==> config.mk <==
export PLATFORM = sky130hd
export DESIGN_NAME = auto_mute
export DESIGN_NICKNAME = d
export VERILOG_FILES = /design/src/rtl/amute_pkg.sv /design/src/rtl/amute_classify.sv /design/src/rtl/amute_enable.sv /design/src/rtl/amute_chan.sv /design/src/rtl/auto_mute.sv
export SDC_FILE = /design/constraint.sdc
export NUM_CORES = 1
export LEC_CHECK = 0
export CORE_MARGIN = 2
export CORE_UTILIZATION = 56
export DETAILED_ROUTE_END_ITERATION = 16
export GPL_TIMING_DRIVEN = 0
export PLACE_DENSITY = 0.95
export SLEW_MARGIN = 30
export SYNTH_ARGS = -nofsm -noshare
export SYNTH_HDL_FRONTEND = slang
export SYNTH_SLANG_ARGS = --single-unit
==> constraint.sdc <==
create_clock -name clk -period 4.47 [get_ports clk]
set_clock_uncertainty 0.2 [all_clocks]
set_input_delay 0.447 -clock clk [delete_from_list [all_inputs] [get_ports clk]]
set_output_delay 0.447 -clock clk [all_outputs]
set_load 0.02 [all_outputs]
==> src/rtl/amute_pkg.sv <==
package amute_pkg;
  // Class of a sample word and of the run being counted.
  typedef enum logic [1:0] {
    RUN_NONE = 2'd0,
    RUN_ZERO = 2'd1,
    RUN_ONES = 2'd2
  } run_kind_e;
endpackage

==> src/rtl/amute_classify.sv <==
module amute_classify
  import amute_pkg::*;
#(
  parameter int SAMPLE_W = 24
) (
  input  logic [SAMPLE_W-1:0] smp_i,
  output run_kind_e           kind_o
);
  always_comb begin
    if (smp_i == '0)     kind_o = RUN_ZERO;
    else if (&smp_i)     kind_o = RUN_ONES;
    else                 kind_o = RUN_NONE;
  end
endmodule

==> src/rtl/amute_enable.sv <==
module amute_enable (
  input  logic clk,
  input  logic rst_n,
  input  logic we_i,
  input  logic wdata_i,
  output logic en_next_o
);
  logic en_q;

  // Value the register takes at the coming edge; channels act on it directly
  assign en_next_o = we_i ? wdata_i : en_q;

  always_ff @(posedge clk or negedge rst_n) begin
    if (!rst_n) en_q <= 1'b1;
    else        en_q <= en_next_o;
  end
endmodule

==> src/rtl/amute_chan.sv <==
module amute_chan
  import amute_pkg::*;
#(
  parameter int MUTE_RUN = 8192,
  parameter int CNT_W    = $clog2(MUTE_RUN + 1)
) (
  input  logic             clk,
  input  logic             rst_n,
  input  logic             en_i,
  input  logic             take_i,
  input  run_kind_e        kind_i,
  output logic             mute_o,
  output logic [CNT_W-1:0] cnt_o
);
  localparam logic [CNT_W-1:0] RUN_C = CNT_W'(MUTE_RUN);
  localparam logic [CNT_W-1:0] ONE_C = CNT_W'(1);

  logic [CNT_W-1:0] cnt_q, cnt_d;
  run_kind_e        kind_q, kind_d;
  logic             mute_q, mute_d;

  always_comb begin
    cnt_d  = cnt_q;
    kind_d = kind_q;
    mute_d = mute_q;
    if (!en_i) begin
      cnt_d  = '0;
      kind_d = RUN_NONE;
      mute_d = 1'b0;
    end else if (take_i) begin
      if (kind_i == RUN_NONE) begin
        cnt_d  = '0;
        kind_d = RUN_NONE;
        mute_d = 1'b0;
      end else begin
        if (kind_i == kind_q) begin
          if (cnt_q != RUN_C) cnt_d = cnt_q + ONE_C;
        end else begin
          cnt_d  = ONE_C;
          kind_d = kind_i;
        end
        if (cnt_d == RUN_C) mute_d = 1'b1;
      end
    end
  end

  always_ff @(posedge clk or negedge rst_n) begin
    if (!rst_n) begin
      cnt_q  <= '0;
      kind_q <= RUN_NONE;
      mute_q <= 1'b0;
    end else begin
      cnt_q  <= cnt_d;
      kind_q <= kind_d;
      mute_q <= mute_d;
    end
  end

  assign mute_o = mute_q;
  assign cnt_o  = cnt_q;
endmodule

==> src/rtl/auto_mute.sv <==
module auto_mute
  import amute_pkg::*;
#(
  parameter int SAMPLE_W       = 24,
  parameter int MUTE_RUN       = 8192,
  parameter bit CTL_ACTIVE_LOW = 1'b1
) (
  input  logic                clk,
  input  logic                rst_n,
  input  logic                smp_valid_i,
  output logic                smp_ready_o,
  input  logic [SAMPLE_W-1:0] smp_left_i,
  input  logic [SAMPLE_W-1:0] smp_right_i,
  input  logic                cfg_we_i,
  input  logic                cfg_en_i,
  output logic [1:0]          mute_o,
  output logic [1:0]          mute_ctl_o
);
  localparam int NUM_CH = 2;
  localparam int CNT_W  = $clog2(MUTE_RUN + 1);

  logic                           rdy_q;
  logic                           take_w;
  logic                           en_w;
  logic [NUM_CH-1:0][SAMPLE_W-1:0] smp_w;
  logic [NUM_CH-1:0][CNT_W-1:0]    cnt_w;
  run_kind_e                      kind_w [NUM_CH];

  // Never stalls: ready comes up one edge after reset and stays up
  always_ff @(posedge clk or negedge rst_n) begin
    if (!rst_n) rdy_q <= 1'b0;
    else        rdy_q <= 1'b1;
  end
  assign smp_ready_o = rdy_q;
  assign take_w      = smp_valid_i & rdy_q;

  assign smp_w[0] = smp_left_i;
  assign smp_w[1] = smp_right_i;

  amute_enable u_enable (
    .clk       (clk),
    .rst_n     (rst_n),
    .we_i      (cfg_we_i),
    .wdata_i   (cfg_en_i),
    .en_next_o (en_w)
  );

  for (genvar ch = 0; ch < NUM_CH; ch++) begin : g_ch
    amute_classify #(.SAMPLE_W(SAMPLE_W)) u_cls (
      .smp_i  (smp_w[ch]),
      .kind_o (kind_w[ch])
    );

    amute_chan #(.MUTE_RUN(MUTE_RUN), .CNT_W(CNT_W)) u_chan (
      .clk    (clk),
      .rst_n  (rst_n),
      .en_i   (en_w),
      .take_i (take_w),
      .kind_i (kind_w[ch]),
      .mute_o (mute_o[ch]),
      .cnt_o  (cnt_w[ch])
    );

    if (CTL_ACTIVE_LOW) begin : g_low
      assign mute_ctl_o[ch] = ~mute_o[ch];
    end else begin : g_high
      assign mute_ctl_o[ch] = mute_o[ch];
    end
  end
endmodule

======== Word level (Yosys, flattened, before mapping) ========
Index checks and enable logic that the tools add are counted.
storage, ports and cells
  register bits after elaboration ......... 36
  input port bits ......................... 53
  output and inout port bits .............. 5
  logic and storage cells ................. 71
operators by class
  $add $sub $neg .......................... 2
  eq/ne operators ......................... 11
  mux-type cells .......................... 37
  bitwise gates (word level) .............. 3
  reductions and logical operators ........ 10
operator list
  kind                                                   count
  two-way mux 14 bit                                     16
  zero test 24 bit                                       2
  AND reduction 24 bit                                   2
  adder 14 x 1 -> 14 bit, second input constant          2
  == test 14 bit, second input constant                  2
  inequality test 14 bit, second input constant          2
  two-way mux 2 bit                                      12
  two-way mux 1 bit                                      9
  AND reduction 2 bit                                    4
  inequality test 3 bit, second input constant           2
  == test 2 bit                                          2
  zero test 2 bit                                        2
  inequality test 3 x 1 -> 1 bit, second input constant  1
  inequality test 3 x 2 -> 1 bit, second input constant  1
  inequality test 2 bit, second input constant           1
  inverter 1 bit                                         2
  AND 1 bit                                              1

======== Depth between registers and ports, before layout ========
Gate-level depths: netlist of run 1.
  depth in word-level cells ............... 13
  gate-level depth with buffers ........... 8
  depth with buffers taken out ............ 8

======== Modules after synthesis ========
From an unflattened synthesis of run 1, not the netlist that was laid out.
second synthesis, totals
  cell total of the unflattened synthesis .. 313
  area total of the unflattened synthesis .. 2728.9 µm²
by module, submodules not included
  module          instances  cells each  area each (µm²)  sequential area each (µm²)
  amute_chan      2          136         1216.2           425.4
  amute_classify  2          17          106.4            0.0
  auto_mute       1          5           42.5             25.0
  amute_enable    1          2           41.3             26.3

======== Worst setup path after synthesis of run 1 ========
No wires, ideal clock.
  path kind ............................... input to register
  start ................................... input port smp_right_i[19]
  end ..................................... register g_ch[1].u_chan.cnt_q[3]
  setup time .............................. 0.083 ns
  arrival ................................. 1.839 ns
  required time ........................... 4.187 ns
  slack ................................... 2.349 ns
  stages on the path ...................... 6
  path buffers ............................ 0
  cells stage by stage .................... nor4_1 and4_1 a31oi_1 or3_1 or3_1 o21ai_0
on the way
  cells in the longest elaborated chain, start to end .. 11
  elaborated cells between the ends (all ways) .. 13
  those cells by class .................... eq/ne: 1; mux: 9; reduce/logical: 3
ends and longest elaborated chain
  item                  line                  text
  from (decl)           auto_mute.sv:13       input logic [SAMPLE_W-1:0] smp_right_i,
  AND reduction 24 bit  amute_classify.sv:11  else if (&smp_i) kind_o = RUN_ONES;
  two-way mux 2 bit     amute_classify.sv:11
  two-way mux 2 bit *   amute_classify.sv:10  if (smp_i == '0) kind_o = RUN_ZERO;
  == test 2 bit         amute_chan.sv:36      if (kind_i == kind_q) begin
  two-way mux 14 bit    amute_chan.sv:36
  two-way mux 14 bit    amute_chan.sv:31      if (kind_i == RUN_NONE) begin
  two-way mux 14 bit    amute_chan.sv:30      end else if (take_i) begin
  two-way mux 14 bit    amute_chan.sv:26      if (!en_i) begin
  two-way mux 14 bit *  amute_chan.sv:31
  two-way mux 14 bit *  amute_chan.sv:30
  two-way mux 14 bit *  amute_chan.sv:26
  to (signal assigned)  amute_chan.sv:53      cnt_q <= cnt_d;
  to (decl)             amute_chan.sv:18      logic [CNT_W-1:0] cnt_q, cnt_d;
Every way passes the cells marked *; elsewhere a longest branch is shown, timed or not. The select of a mux whose other input is x is not followed.
A chain may end at the register's enable or synchronous reset.

======== Worst setup path after layout of run 1 ========
  start ................................... input port smp_right_i[17]
  end ..................................... register g_ch[1].u_chan.cnt_q[9]
Same word-level chain as after synthesis.

==> metrics, run 1 <==
Fin Setup TNS 0 ns; combinational share of power a little over an eighth; WP data required about 4.5 ns; Final Critical Period approximately 2.7 ns; area of the mapped netlist around 0.0027 mm²; share of flip-flops with an asynchronous set or reset between 90% and 100%; EDFF count, synth 0; fmax between 300 and 400 MHz; Skew-Pair Late Insertion Delay around 0.3 ns; post-synthesis simple-gate area fraction 33.2%; flops & latches, synth 36; status finished, final reports clean; DRT met1 WL between 3000 and 4000 µm; Post-Synth Adder-Cell Area ~1.8%; hpwl dp roughly 5400 µm; WL/cell around 16 µm; CP Capture Point g_ch[1].u_chan.cnt_o[9]; vias per cell approximately 6.3; dpl ws 1.47 ns; PortBufs 57; reg2reg start u_enable.en_q; VDD IR max ~180 µV; synthesized instance count approximately 340; Cell Pwr Density ~200 mW/mm²; Final #Nets about 460; part of the power in registers between 40% and 50%; max layer used met4; Placeable Area between 0.004 and 0.005 mm²; final hold vios 0; worst hold path type reg2reg; Final Total Pwr roughly 0.73 mW; Starting Density between 50% and 60%; Top Ports 58; CTS tree built; WL met3 approximately 540 µm; vias in the first global route approximately 2,900; xor and xnor area share after synthesis roughly 4.1%; fin crit share 61.2%; Die H about 74 µm; number of max-cap violations 0; CTS Buffer Depth 2; Detailed Route WL about 7400 µm; CTS Hold Buffers Added 1; relative slew slack between 50% and 60%; Post-CTS Resized 0; H-tree lvl count 2; routed wl met2 approximately 3700 µm; Synth Flop Type dfrtp_1; max-slew violations 0; CP Max Fanout 10; GR Overflow Total 0; cts bufs inserted 5; CP Launch Point smp_right_i[17]; Least-Margin Pin Slew slightly below 0.7 ns; Crit path arrival time roughly 2.8 ns; crit-path leading delay family simple AND/OR/NAND/NOR gates; r2r setup slk between 1.5 and 2 ns; Net Sw Frac 24.5%; antenna viol nets, final 0; Critical Path Max Stage Delay between 0.5 and 0.6 ns; post-synthesis mux area share under 10%; Final Util around 75%; fillers about 330; main combinational cell family by area after synthesis simple AND/OR/NAND/NOR gates; Syn-to-layout area delta 29.1%; crit path cell chain clkdlybuf4s50_1 -> nand4_1 -> nor4_1 -> a21boi_1 -> nor3_2 -> buf_4 -> a21oi_1 -> a31oi_1; internal power 0.548 mW; drt pass-1 iters 7; PnR worst setup slack about 1.7 ns; pin count of the biggest net entering global routing 22; Post-CTS Setup Inserts 0; clk slew on worst S/H paths ~0.080 ns; die area about 0.0055 mm²; Crit. End Element flop; syn_nets slightly below 400; total global-route track usage 28.2%; worst r2r path cells 7; Cell variety after synth 55; Clock power frac between 40% and 50%; Pleak roughly 1.3 nW; Detailed Route Iter0 Violations 293; RSZ-0062 raised after global routing no; worst path bufs/invs 2; antenna cells 0; Slowest-stage cell, CP nor3_2; sequential-to-total area share from yosys stat between 30 and 40%; Sink Count 36; post-synthesis compound-gate area fraction 20.2%; sw power between 0.15 and 0.2 mW; final setup vio count 0; FP Rows 25; layout cells sized above 1 between 10% and 20%; CP Depth 8; GP Congestion 0.884; Reg2Reg Capture Point g_ch[1].u_chan.cnt_o[9]; Setup CP Type in2reg; Warnings, synthesis 0; first-pass GRT wire length 12,200 µm; crit start category primary input; DRC viols 0; Clock Tree Root clkbuf_8; initial antenna violation count 0; die width between 70 and 80 µm; syn avg cell area 8.05 µm²; vias post-DR 2,998
## cells by family after synthesis
kind of cell	Yosys count
compound gates	88
buf+inv	40
fa+ha+maj	4
xor+xnor	13
flops	36
simple gates	156
other cells	1
mux	3
## Yosys cell counts, types with 2 or more instances
library cell	count	area, µm²
xnor2_1	9	78.8
ha_1	4	50.1
nand4_1	23	144
o21a_1	3	22.5
inv_1	15	56.3
a21oi_1	23	115
o31ai_1	5	37.5
or3_1	5	31.3
o21ai_0	22	110
a31oi_1	16	100
nor4b_2	2	30.0
and3_1	4	25.0
dfrtp_1	35	876
or2_2	4	25.0
xor2_1	4	35.0
nand2_1	22	82.6
buf_2	10	50.1
clkbuf_1	10	37.5
nand2b_1	6	37.5
nor2_1	18	67.6
buf_4	5	37.5
nor3_1	13	65.1
nor3b_1	3	22.5
a21o_1	5	37.5
nand3_1	17	85.1
a41oi_1	2	17.5
nand4b_1	3	26.3
mux2i_1	3	30.0
nor4_1	21	131
nor4b_1	4	35.0
## placed cells by master (no fill, tap or decap), drive strengths merged, types with 4 or more instances in the layout
| cell type | netlist | routed |
|---|---|---|
| clkdlybuf4s50 | 0 | 56 |
| buf | 15 | 17 |
| or3 | 6 | 6 |
| nor3 | 14 | 14 |
| a21oi | 23 | 23 |
| or2 | 5 | 5 |
| xor2 | 4 | 4 |
| nand2 | 22 | 22 |
| nand3 | 18 | 18 |
| and3 | 5 | 5 |
| nand2b | 6 | 6 |
| o21ai | 23 | 23 |
| a21o | 5 | 5 |
| clkbuf | 10 | 15 |
| nand4 | 23 | 23 |
| inv | 15 | 15 |
| o31ai | 5 | 5 |
| dfrtp | 35 | 35 |
| ha | 4 | 4 |
| xnor2 | 9 | 9 |
| nor2 | 18 | 18 |
| nor4b | 6 | 6 |
| nor4 | 21 | 21 |
| a31oi | 16 | 16 |
## cell type report
class	instances	area [µm²]	area share, %
multi-input cells	265	1660	46.9
clock inverters	3	42.5	1.20
clock buffers	5	68.8	1.94
well taps	67	83.8	2.37
flip-flops and latches	36	902	25.5
plain buffers	25	125	3.53
inverters	15	56.3	1.59
repair buffers	59	603	17.0
## power by group through the flow
stage          clock network [mW]  logic (mW)  registers, mW
5_1_grt                     0.313       0.107          0.331
3_3_place_gp                    0      0.0908          0.337
3_5_place_dp                    0      0.0973          0.337
6_report                    0.297      0.0985          0.331
2_1_floorplan                   0      0.0260          0.337
4_1_cts                     0.298      0.0981          0.331
## per-layer routing
metal,GRT usage (%),up-vias
li1,-,1422
met2,46.9,156
met3,5.83,17
met5,0,-
met1,34.8,1403
met4,13.9,0
## stage by stage
step                      instance area [µm²]  hold WS (ns)  cells
after floorplan                          2740       -0.0486    341
final                                    3540         0.361    475
after CTS                                3540         0.362    475
after global routing                     3540         0.418    475
after detailed placement                 3420         0.202    466
after global placement                   3400         0.335    465
## how the worst min path moves through the flow
| stage | start | endpoint | slack (ns) | depth (start not counted) |
|---|---|---|---|---|
| 3_5_place_dp | rst_n | g_ch[0].u_chan.cnt_o[3] | 0.20 | 1 |
| 2_1_floorplan | rst_n | g_ch[0].u_chan.cnt_o[0] | -0.05 | 0 |
| 3_3_place_gp | g_ch[1].u_chan.mute_o | g_ch[1].u_chan.mute_o | 0.34 | 1 |
| 6_report | g_ch[1].u_chan.mute_o | g_ch[1].u_chan.mute_o | 0.36 | 1 |
| 4_1_cts | g_ch[1].u_chan.mute_o | g_ch[1].u_chan.mute_o | 0.36 | 1 |
| 5_1_grt | g_ch[1].u_chan.cnt_o[8] | g_ch[1].u_chan.cnt_o[8] | 0.42 | 1 |
## registers in the layout, indices dropped and copies added (netlist names)
signal	cells
g_ch.u_chan.kind_q	4
u_enable.en_q	1
g_ch.u_chan.cnt_o	28
g_ch.u_chan.mute_o	2
smp_ready_o	1
Note: power is estimated with default switching activity, not from simulation.
==> run 2: changes to the inputs <==
- CORE_UTILIZATION: 56 -> 47
- PLACE_DENSITY: 0.95 -> 0.86
- clock period: 4.47 -> 2.51 ns (I/O delays scaled with it)
==> metrics, run 2 (synthesis gave the netlist of run 1 again) <==
Cell Pwr Density ~340 mW/mm²; worst r2r path cells 8; Final #Nets roughly 470; CP Max Fanout 7; Detailed Route WL 6870 µm; DRC viols 0; die width a little over 80 µm; most frequent cells in the layout clkdlybuf4s50_1, dfrtp_1, nand4_1, a21oi_1; max-slew violations 0; Detailed Route Iter0 Violations 354; final hold vios 0; fmax approximately 420 MHz; PnR worst setup slack 0.156 ns; crit start category flop; Skew-Pair Late Insertion Delay approximately 0.30 ns; die area roughly 0.0065 mm²; initial antenna violation count 0; max reg flops 28; CTS tree built; Starting Density 49.2%; Least-Margin Pin Slew just over 0.5 ns; fin crit share about 94%; Hold WS about 0.20 ns; final std cells w/o fill between 400 and 500; WL/cell ~14 µm; CTS Buffer Depth 2; Placeable Area ~0.0056 mm²; Placed Instances approximately 470; H-tree lvl count 2; Crit. End Element flop; dpl ws -0.255 ns; vias per cell 6.07; Placed Instance Area between 0.003 and 0.004 mm²; status finished, final reports clean; antenna cells 0; total global-route track usage around 23%; VDD IR max ~210 µV; Final Total Pwr ~1.2 mW; vias in the first global route 2,806; PortBufs 57; Pleak between 1 and 1.5 nW; FP Rows 27; cts bufs inserted 5; final setup vio count 0; GP Congestion around 0.90; vias post-DR 2,932; Reg2Reg Capture Point g_ch[0].u_chan.mute_o; Final Util 64.4%; drt pass-1 iters 5; first-pass GRT wire length 11,700 µm; antenna viol nets, final 0; design area 0.00359 mm²; WP data required between 2 and 3 ns; clk slew on worst S/H paths about 0.080 ns; hpwl dp roughly 5100 µm; GR Overflow Total 0; Sink Count 36; Top Ports 58; Crit path arrival time ~2.4 ns; most common cell after layout, fill and taps aside clkdlybuf4s50_1; CP Launch Point g_ch[0].u_chan.cnt_o[0]; pin count of the biggest net entering global routing 22; Syn-to-layout area delta 30.8%; Setup CP Type reg2reg; layout cells sized above 1 between 10% and 20%; Clock Tree Root clkbuf_8; worst hold path type in2async; reg2reg start g_ch[0].u_chan.cnt_o[0]; Final Critical Period approximately 2.4 ns; Fin Setup TNS 0 ns; relative slew slack about 65%; Die H ~80 µm; r2r setup slk 0.16 ns; number of max-cap violations 0
==> run 2: power breakdown <==
part	internal [mW]	switching [mW]	total [mW]
logic	0.0991	0.0743	0.173
clock network	0.224	0.220	0.444
registers	0.585	0.00499	0.590
==> run 2: cell type report <==
type                    instances  area, µm²
repair buffers                 62        626
flip-flops and latches         36        902
clock buffers                   8       90.1
fillers                       464       1980
plain buffers                  25        128
well taps                      72       90.1
multi-input cells             265       1700
inverters                      15       56.3
==> run 2: routing by layer <==
metal / wire [µm] / part of all wire (%) / global-route usage, %
met4: 144 / 2.1 / 9.15
met2: 3310 / 48 / 38.2
met3: 460 / 6.7 / 4.72
met1: 2950 / 43 / 27.8
met5: 0 / 0 / 0
==> run 2: worst max path at each step <==
| stage | to | slack (ns) | cells after the start |
|---|---|---|---|
| global placement | g_ch[1].u_chan.cnt_o[8] | -0.23 | 6 |
| global route | g_ch[1].u_chan.cnt_o[11] | -0.03 | 8 |
| floorplan | g_ch[1].u_chan.mute_o | 0.40 | 8 |
| finish | g_ch[0].u_chan.mute_o | 0.16 | 8 |
| detailed placement | g_ch[0].u_chan.cnt_o[9] | -0.25 | 6 |
| CTS | g_ch[1].u_chan.cnt_o[5] | 0.04 | 7 |
==> run 2: repair_timing <==
item / in CTS / in global routing
hold buffers: 1 / 0
setup buffers: 0 / 3
resized for setup: 0 / 11
hold endpoints to repair: 15 / 0
setup endpoints to repair: 0 / 19
==> run 2: worst max-delay path: stages, from the launching register on <==
cell      delay [ns]
dfrtp_1         0.45
inv_1           0.11
ha_1            0.21
nor3b_1         0.14
nand4_1         0.23
nor4b_1         0.30
o211ai_1        0.15
nor4_1          0.28
o221a_2         0.23
==> run 3: changes to the inputs <==
- CORE_UTILIZATION: 47 -> 56
- PLACE_DENSITY: 0.86 -> 0.95
- clock period: 2.51 -> 2.9 ns (I/O delays scaled with it)
==> results of run 3 <==
The final DEF is identical to that of run 1. Status: finished, final reports clean.
Among the figures that moved: setup slack after placement 1.47 ns -> 0.0619 ns; setup slack after layout 1.73 ns -> 0.321 ns; hold slack 0.361 ns -> 0.248 ns; register-to-register setup slack 1.92 ns -> 0.35 ns; total power 0.727 mW -> 1.12 mW; worst IR drop on VDD 177 µV -> 273 µV
